<file path="config.mk">
export PLATFORM = sky130hd
export DESIGN_NAME = fir4_transposed
export DESIGN_NICKNAME = d
export VERILOG_FILES = /design/src/rtl/fir_pkg.sv /design/src/rtl/fir_tap_mul.sv /design/src/rtl/fir_stage.sv /design/src/rtl/fir4_transposed.sv
export SDC_FILE = /design/constraint.sdc
export NUM_CORES = 1
export LEC_CHECK = 0
export BUFFER_PORTS_ARGS = -buffer_cell sky130_fd_sc_hd__buf_2
export CORE_ASPECT_RATIO = 0.9
export CORE_MARGIN = 2
export CORE_UTILIZATION = 25
export DETAILED_ROUTE_END_ITERATION = 12
export SLEW_MARGIN = 30
export SYNTH_ARGS = -nofsm -noshare
export SYNTH_HDL_FRONTEND = slang
export SYNTH_HIERARCHICAL = 1
export SYNTH_SLANG_ARGS = --single-unit
</file>
<file path="constraint.sdc">
create_clock -name clk -period 3.35 [get_ports clk]
set_clock_uncertainty 0.15 [all_clocks]
set_input_delay 0.1675 -clock clk [delete_from_list [all_inputs] [get_ports clk]]
set_output_delay 0.1675 -clock clk [all_outputs]
set_load 0.03 [all_outputs]
</file>
<file path="src/rtl/fir_pkg.sv">
`timescale 1ns/1ps
package fir_pkg;
  localparam int TAPS = 4;

  // Width needed to hold the sum of `terms` values each `pw` bits wide.
  function automatic int acc_width(input int pw, input int terms);
    return pw + $clog2(terms);
  endfunction

  // Largest value the full sum can reach with the given weights.
  function automatic int sum_bound(input int dw, input int c0, input int c1,
                                   input int c2, input int c3);
    return (c0 + c1 + c2 + c3) * ((1 << dw) - 1);
  endfunction
endpackage

</file>
<file path="src/rtl/fir_tap_mul.sv">
`timescale 1ns/1ps
// Constant-weight multiplier built from shifted copies of the sample.
module fir_tap_mul #(
  parameter int DW = 4,
  parameter int CW = 4,
  parameter logic [CW-1:0] COEF = '0
) (
  input  logic [DW-1:0]    x,
  output logic [DW+CW-1:0] prod
);
  localparam int PW = DW + CW;

  logic [PW-1:0] partial [CW+1];
  assign partial[0] = '0;

  for (genvar b = 0; b < CW; b++) begin : g_bit
    if (COEF[b]) begin : g_add
      assign partial[b+1] = partial[b] + (PW'(x) << b);
    end else begin : g_skip
      assign partial[b+1] = partial[b];
    end
  end

  assign prod = partial[CW];
endmodule

</file>
<file path="src/rtl/fir_stage.sv">
`timescale 1ns/1ps
// One registered adder of the transposed chain. The register holds OW bits;
// the incoming and outgoing sums travel at the common width YW.
module fir_stage #(
  parameter int PW = 8,
  parameter int OW = 8,
  parameter int YW = 10
) (
  input  logic          clk,
  input  logic          rst,
  input  logic [PW-1:0] prod,
  input  logic [YW-1:0] acc_in,
  output logic [YW-1:0] acc_out
);
  logic [OW-1:0] acc_q;

  always_ff @(posedge clk) begin
    if (rst) acc_q <= '0;
    else     acc_q <= OW'(YW'(prod) + acc_in);
  end

  assign acc_out = YW'(acc_q);
endmodule

</file>
<file path="src/rtl/fir4_transposed.sv">
`timescale 1ns/1ps
module fir4_transposed #(
  parameter int DW = 4,
  parameter int CW = 4,
  parameter logic [CW-1:0] A0 = 4'd3,
  parameter logic [CW-1:0] A1 = 4'd6,
  parameter logic [CW-1:0] A2 = 4'd7,
  parameter logic [CW-1:0] A3 = 4'd9,
  parameter int YW = DW + CW + $clog2(fir_pkg::TAPS)
) (
  input  logic          clk,
  input  logic          rst,
  input  logic [DW-1:0] x,
  output logic [YW-1:0] y
);
  import fir_pkg::*;

  localparam int PW = DW + CW;
  localparam logic [TAPS-1:0][CW-1:0] COEFS = {A3, A2, A1, A0};

  // Captured sample, shared by all multipliers.
  logic [DW-1:0] x_q;
  always_ff @(posedge clk) begin
    if (rst) x_q <= '0;
    else     x_q <= x;
  end

  logic [PW-1:0] prod [TAPS];
  for (genvar i = 0; i < TAPS; i++) begin : g_mul
    fir_tap_mul #(.DW(DW), .CW(CW), .COEF(COEFS[i])) u_mul (
      .x   (x_q),
      .prod(prod[i])
    );
  end

  // acc_ext[i] carries the partial sum leaving stage i; the far end is zero.
  logic [YW-1:0] acc_ext [TAPS+1];
  assign acc_ext[TAPS] = '0;

  for (genvar i = 1; i < TAPS; i++) begin : g_stage
    localparam int OW = acc_width(PW, TAPS - i);
    fir_stage #(.PW(PW), .OW(OW), .YW(YW)) u_stage (
      .clk    (clk),
      .rst    (rst),
      .prod   (prod[i]),
      .acc_in (acc_ext[i+1]),
      .acc_out(acc_ext[i])
    );
  end

  // Output adder: newest product plus the nearest partial sum.
  assign acc_ext[0] = YW'(prod[0]) + acc_ext[1];
  assign y = acc_ext[0];
endmodule

</file>
After elaboration in Yosys (flattened, before gate mapping):

Cells that the tools add are included.

* $add $sub $neg: 7

Operators by type and width (count)
* 7-bit by 9-bit adder with 10-bit output: 1
* 8-bit by 10-bit adder with 10-bit output: 1
* 7-bit by 8-bit adder with 9-bit output: 1
* 4-bit by 7-bit adder with 8-bit output: 1
* 5-bit by 6-bit adder with 7-bit output: 1
* 6-bit by 6-bit adder with 7-bit output: 1
* 4-bit by 5-bit adder with 6-bit output: 1

* output and inout bits: 10
* register bits after elaboration: 31
* bits of input ports: 6
* word-level logic and storage cells: 11

Logic depth before layout (Yosys ltp):

Gate-level depths: netlist of run 1.

* depth after elaboration: 3
* gate-level depth with buffers: 11
* mapped depth without buffers: 11

Cells and area by module:

The synthesis of run 1 kept the hierarchy.

Modules (own cells, without submodules)
* fir_stage (g_stage[1].u_stage): instances 1, sequential area each 200.2 sq um, cells each 79, area an instance 678.2 sq um
* fir_stage (g_stage[2].u_stage): instances 1, sequential area each 180.2 sq um, cells each 67, area an instance 616.8 sq um
* fir4_transposed: instances 1, sequential area each 80.1 sq um, cells each 71, area an instance 583.1 sq um
* fir_stage (g_stage[3].u_stage): instances 1, sequential area each 160.2 sq um, cells each 61, area an instance 551.8 sq um
* fir_tap_mul (g_mul[0].u_mul ...): instances 2, sequential area each 0.0 sq um, cells each 20, area an instance 168.9 sq um
* fir_tap_mul (g_mul[2].u_mul): instances 1, sequential area each 0.0 sq um, cells each 22, area an instance 234.0 sq um
* fir_tap_mul (g_mul[3].u_mul): instances 1, sequential area each 0.0 sq um, cells each 9, area an instance 82.6 sq um

Least setup slack after synthesis of run 1:

No wires, ideal clock.

* path type: register -> register
* start: register x_q[2]
* end: register g_stage[2].u_stage.acc_q[8]
* required time: 3.077 ns
* library setup time: 0.123 ns
* data arrival time: 3.254 ns
* buffers on the path: 0
* setup slack: -0.177 ns
* cell stages (with the launch flop): 11
* clock period less this slack: 3.527 ns
* cells stage by stage: dfxtp_1 -> fa_1 -> ha_1 -> fa_1 -> a21o_1 -> a21o_1 -> ha_1 -> or3_1 -> o21bai_1 -> a31oi_1 -> mux2_1

RTL lines
* start, declared: line fir4_transposed.sv:22 `logic [DW-1:0] x_q;`
* start signal, assigned: line fir4_transposed.sv:24 `if (rst) x_q <= '0;`
* start signal, assigned: line fir4_transposed.sv:25 `else x_q <= x;`
* end signal, assigned: line fir_stage.sv:19 `else acc_q <= OW'(YW'(prod) + acc_in);`
* end, declared: line fir_stage.sv:15 `logic [OW-1:0] acc_q;`

==> results of run 1 <==
-- flip-flops by register name, indices dropped and copies added, names as in the netlist --
register and count:
g_stage.u_stage/acc_q 17, g_stage.u_stage/acc_out 10, x_q 4
-- worst max-delay path: cells and delay by family, from the launching register on --
family | cells | cell delay, ns
adder cells (fa/ha/maj) | 4 | 1.22
AND/OR/NAND/NOR | 1 | 0.33
multiplexers | 1 | 0.34
AO/OA/AOI/OAI | 4 | 0.71
flip-flops | 1 | 0.36
-- cells in the final DEF (no fill, tap or decap), types with 3 or more instances in the layout --
cell type	n
xor2_1	8
buf_4	4
ha_1	48
o21ai_1	5
nor2b_1	13
or3_1	5
fa_1	9
nand2_1	7
or4_1	4
a21o_1	9
nor4b_1	3
o21a_1	4
clkbuf_16	5
inv_1	27
a211oi_2	4
a211oi_1	6
o31a_1	3
nand3_1	5
nor2_1	24
nor3b_1	7
conb_1	16
xnor2_1	11
a21oi_1	15
dfxtp_1	28
nor3_1	11
or3b_2	3
nand2b_1	4
o211ai_1	4
o21ai_0	9
o21bai_1	4
buf_2	13
-- power by group through the flow --
stage	logic, mW	clock network, mW	registers [mW]
after CTS	0.747	0.550	0.458
after global routing	0.854	0.563	0.464
final	0.760	0.537	0.457
after global placement	0.723	0	0.464
after detailed placement	0.741	0	0.466
after floorplan	0.669	0	0.463
-- what timing repair did --
item                                   in CTS  in global routing
hold buffers                                1                  0
setup buffers                               0                  1
endpoints found under the hold margin       1                  0
setup endpoints to repair                   0                  5
gates resized for setup                     0                  7
-- per-layer routing --
| layer | vias up | track usage, % |
|---|---|---|
| met4 | 0 | 3.82 |
| met1 | 1071 | 11.5 |
| met3 | 5 | 2.35 |
| met2 | 36 | 17.0 |
| met5 | - | 0 |
| li1 | 1203 | - |
-- layout make-up --
type                            count  area [sq um]  share of cell area, %
Clock inverter                      2          35.0                   1.01
Timing Repair Buffer               22           143                   4.13
Multi-Input combinational cell    273          2210                   63.9
Tap cell                          160           200                   5.80
Inverter                           27           101                   2.93
Clock buffer                        6           139                   4.02
Sequential cell                    31           627                   18.2
-- worst max-delay path by stage --
stage           start                     endpoint  slack (ns)  cells past startpoint
6_report       x_q[1]  g_stage[2].u_stage/acc_q[8]        0.13                     10
5_1_grt        x_q[1]                         y[9]      -0.006                     11
4_1_cts        x_q[1]  g_stage[2].u_stage/acc_q[8]        0.04                     10
3_5_place_dp   x_q[1]  g_stage[2].u_stage/acc_q[8]        0.05                     10
3_3_place_gp   x_q[1]  g_stage[2].u_stage/acc_q[8]        0.10                     10
2_1_floorplan  x_q[2]  g_stage[2].u_stage/acc_q[8]        0.02                     10
-- per-stage QoR --
stage / utilization (%) / setup WS (ns)
after floorplan: - / 0.0216
after global placement: 27.0 / 0.104
after detailed placement: 27.0 / 0.0495
after CTS: 28.5 / 0.0423
after global routing: 28.7 / -0.00589
final: 28.7 / 0.126
==> summary.txt, run 1 <==
Placed instance area = 3240 sq um
Initial core utilization = 25.6%
Chip Width = 121 um
Via count = 2,315
Fin crit period = 3.22 ns
Met1 WL = 2800 um
Met2 routed WL = 2670 um
Number of I/O pins = 16
Slowest cell on the critical path = fa_1
# DRC = 0
Combinational cell fraction of total power = 43.4%
Max_cap viols = 0
Detail Route met3 WL = 217 um
Number of port buffers = 15
CP Max Fanout = 4
Fin Hold WS = 0.00757 ns
Grt ovf = 0
Crit path largest cell delay = 0.45 ns
Initial antenna violation count = 0
Clock Path Buffers = 2
Hold Path Stages = 2
Drt pass-1 iters = 4
Area growth, synth to finish = 12.2%
Final cell count without fillers = 521
Root buffer selected by CTS = clkbuf_16
RePlAce Congestion = 0.762
H-Tree Level Count = 2
Setup TNS = 0 ns
CP Cell Sequence = fa_1 > ha_2 > fa_2 > a21o_1 > a21o_1 > ha_1 > or3_1 > o21bai_1 > a31oi_1 > mux2_1
Pin slew with the least headroom to its limit = 0.865 ns
Final nets = 425
Clock share of power = 30.6%
TritonCTS clock tree = built
R2R setup slack = 0.13 ns
Synthesized area per cell = 8.84 sq um
Crit. End Element = flip-flop
Worst vdd ir = 175 uV
Total CTS buffers = 5
Die H = 109 um
Post-DR wirelength/cell = 11.1 um
Reg-to-reg startpoint = x_q[1]
Filler cell count in the final layout = 1,263
ANT cells = 0
Slew Limit Headroom = 42.3%
Data arrival, critical path = 3.24 ns
Cell Area, Synth = 3080 sq um
Die area = 13,200 sq um
Final antenna-violating net count = 0
DP Wirelength = 4500 um
Final Hold Viols = 0
Placed Cells = 511
Vias in the first global route = 2,391
Initial drt markers = 78
Worst R2R Path Depth = 10
P per Cell Area = 508 nW/um^2
First-pass GRT wire length = 10,400 um
Worst r2r dst = g_stage[2].u_stage/acc_q[8]
Fin crit share = 96.2%
Global Route Usage Sum = 9.72%
CTS sink cnt = 31
Core area = 12,000 sq um
Critical path's most frequent cell = a21o_1
Largest net degree at the start of global routing = 51
Worst Hold Launch = x[1]
Critical path type = flip-flop to flip-flop
Status = finished, final reports clean
Worst min-delay path class = input port to flip-flop
Sequential Power Share = 26.0%
Worst skew pair latency = 0.28 ns
Final WL = 5760 um
Endpoint, Worst Hold = x_q[1]
Ys Warns = 6
Clk slew on worst S/H paths = 0.05 ns
Gate Count Post-Synth = 348
Vias/cell = 4.44
Power Total = 1.75 mW
Final instance area = 3450 sq um
Net Switching = 0.642 mW
Sw frac = 36.6%
Startpoint types = flip-flop
Static Leak = 1.60 nW
Layout cells sized above 1 = 15.0%
Top layer reached by signal wires = met4
Row count = 38
Final setup vio count = 0
FMAX = 310 MHz
Int Power = 1.11 mW
Final slew viol count = 0
Worst EP required = 3.36 ns
(Power assumes the default switching activity.)
==> run 2: changes to the inputs <==
--- a/config.mk
+++ b/config.mk
@@ -5,9 +5,9 @@
 export SDC_FILE = /design/constraint.sdc
 export NUM_CORES = 1
 export LEC_CHECK = 0
-export BUFFER_PORTS_ARGS = -buffer_cell sky130_fd_sc_hd__buf_2
-export CORE_ASPECT_RATIO = 0.9
-export CORE_MARGIN = 2
+export BUFFER_PORTS_ARGS = -buffer_cell sky130_fd_sc_hd__buf_4
+export CORE_ASPECT_RATIO = 2
+export CORE_MARGIN = 8
 export CORE_UTILIZATION = 25
 export DETAILED_ROUTE_END_ITERATION = 12
 export SLEW_MARGIN = 30
==> run 2 against run 1 <==
Worst setup slack worse by 0.050 ns. Via count up 2.9%. Combinational power up 6.6%. Register-to-register slack worse by 0.05 ns. Non-clock buffer count up 1. Sequential power about the same. Critical path type unchanged.
==> summary.txt, run 2 (same netlist as run 1, synthesis figures left out) <==
Worst vdd ir = 420 uV
Slew Limit Headroom = 66.5%
Clock Path Buffers = 2
RePlAce Congestion = 0.786
Die H = 173 um
Fin crit share = 97.8%
CP Max Fanout = 4
Core area = 12,100 sq um
Final slew viol count = 0
RSZ-0062 raised after global routing = yes
FMAX = 305 MHz
Worst EP required = 3.36 ns
CTS sink cnt = 31
Filler cell count in the final layout = 1,286
Final nets = 426
TritonCTS clock tree = built
Vias in the first global route = 2,501
Commonest cells after routing, fill and taps aside = ha_1, dfxtp_1, inv_1
Data arrival, critical path = 3.29 ns
Pin slew with the least headroom to its limit = 0.502 ns
DP Wirelength = 5250 um
Critical path type = flip-flop to flip-flop
Crit. End Element = flip-flop
Grt ovf = 0
H-Tree Level Count = 2
Worst skew pair latency = 0.28 ns
Worst R2R Path Depth = 10
Status = finished, final reports clean
Static Leak = 1.60 nW
Final setup vio count = 0
Drt pass-1 iters = 4
Util after Layout = 28.7%
Layout cells sized above 1 = 15.5%
Global Route Usage Sum = 8.35%
Largest register FFs = 17
Fin Hold WS = 0.0178 ns
Crit path launch = x_q[1]
Biggest register = g_stage.u_stage/acc_q
Total CTS buffers = 5
Via count = 2,381
Commonest non-fill, non-tap cell in the layout = ha_1
Die area = 16,300 sq um
Largest net degree at the start of global routing = 51
Vias/cell = 4.69
Initial drt markers = 74
Final Hold Viols = 0
Startpoint types = flip-flop
# DRC = 0
ANT cells = 0
First-pass GRT wire length = 10,800 um
Initial core utilization = 25.5%
Chip Width = 94.4 um
Clk slew on worst S/H paths = 0.05 ns
Initial antenna violation count = 0
Crit path to = g_stage[2].u_stage/acc_q[8]
Fin crit period = 3.27 ns
Number of I/O pins = 16
Worst min-delay path class = input port to flip-flop
Root buffer selected by CTS = clkbuf_16
P per Cell Area = 495 nW/um^2
Final WL = 6530 um
Number of port buffers = 15
R2R setup slack = 0.08 ns
Area growth, synth to finish = 12.4%
Post-DR wirelength/cell = 12.8 um
Reg-to-reg startpoint = x_q[1]
Power Total = 1.71 mW
Max_cap viols = 0
Final antenna-violating net count = 0
Worst r2r dst = g_stage[2].u_stage/acc_q[8]
Row count = 57
[run 2: changes by cell type in the layout (fill, tap and decap cells not counted), sizes merged]
cell    change
bufinv      -1
buf         +3
clkbuf      -2
[run 2: cell type report]
cell class	count	area, sq um	area share (%)
tap	147	184	5.32
multi-input combinational	273	2220	64.1
sequential	31	629	18.2
timing repair buffer	23	183	5.28
clock buffer	6	139	4.02
inverter	27	101	2.93
clock inverter	1	5.00	0.145
[run 2: how the worst min path moves through the flow]
| stage | endpoint | slack [ns] | cells past startpoint | startpoint |
|---|---|---|---|---|
| global placement | x_q[3] | 0.26 | 2 | x[3] |
| CTS | x_q[0] | 0.02 | 2 | x[0] |
| floorplan | x_q[1] | 0.08 | 1 | rst |
| global route | x_q[0] | 0.02 | 2 | x[0] |
| detailed placement | x_q[3] | 0.25 | 2 | x[3] |
| finish | x_q[0] | 0.02 | 2 | x[0] |
[run 2: worst max-delay path: stages (launching register included)]
cell and delay, ns:
dfxtp_4 0.36, fa_1 0.46, ha_2 0.21, fa_2 0.35, a21o_1 0.18, a21o_1 0.18, ha_1 0.21, or3_1 0.33
o21bai_1 0.18, a31oi_1 0.22, mux2_1 0.34
[run 2: timing repair]
item,CTS,global route
gates resized for setup,0,9
buffers inserted,0,1
pin swaps,1,4
hold endpoints to repair,1,0
setup endpoints to repair,1,5
hold buffers,1,0
cloned,0,0
[run 2: stage by stage]
stage	setup WS [ns]	instances	setup TNS (ns)	area, sq um
finish	0.0753	508	0	3460
global route	-0.0423	508	-0.0423	3460
CTS	0.0319	507	0	3420
detailed placement	0.0212	499	0	3270
global placement	0.0689	499	0	3270
floorplan	0.0216	358	0	3120
[run 2: power by group]
| group | internal (mW) | leakage, nW | switching, mW |
|---|---|---|---|
| clock network | 0.289 | 0.0727 | 0.158 |
| logic | 0.342 | 1.27 | 0.468 |
| registers | 0.430 | 0.260 | 0.0240 |
| total | 1.06 | 1.60 | 0.650 |
[run 2: routing by layer]
| layer | vias to the layer above | part of all wire, % | global-route usage (%) |
|---|---|---|---|
| met5 | - | 0 | 0 |
| met4 | 0 | 3.6 | 5.20 |
| met3 | 16 | 3.0 | 1.61 |
| met2 | 29 | 60 | 17.0 |
| met1 | 1124 | 33 | 6.56 |
| li1 | 1212 | - | - |
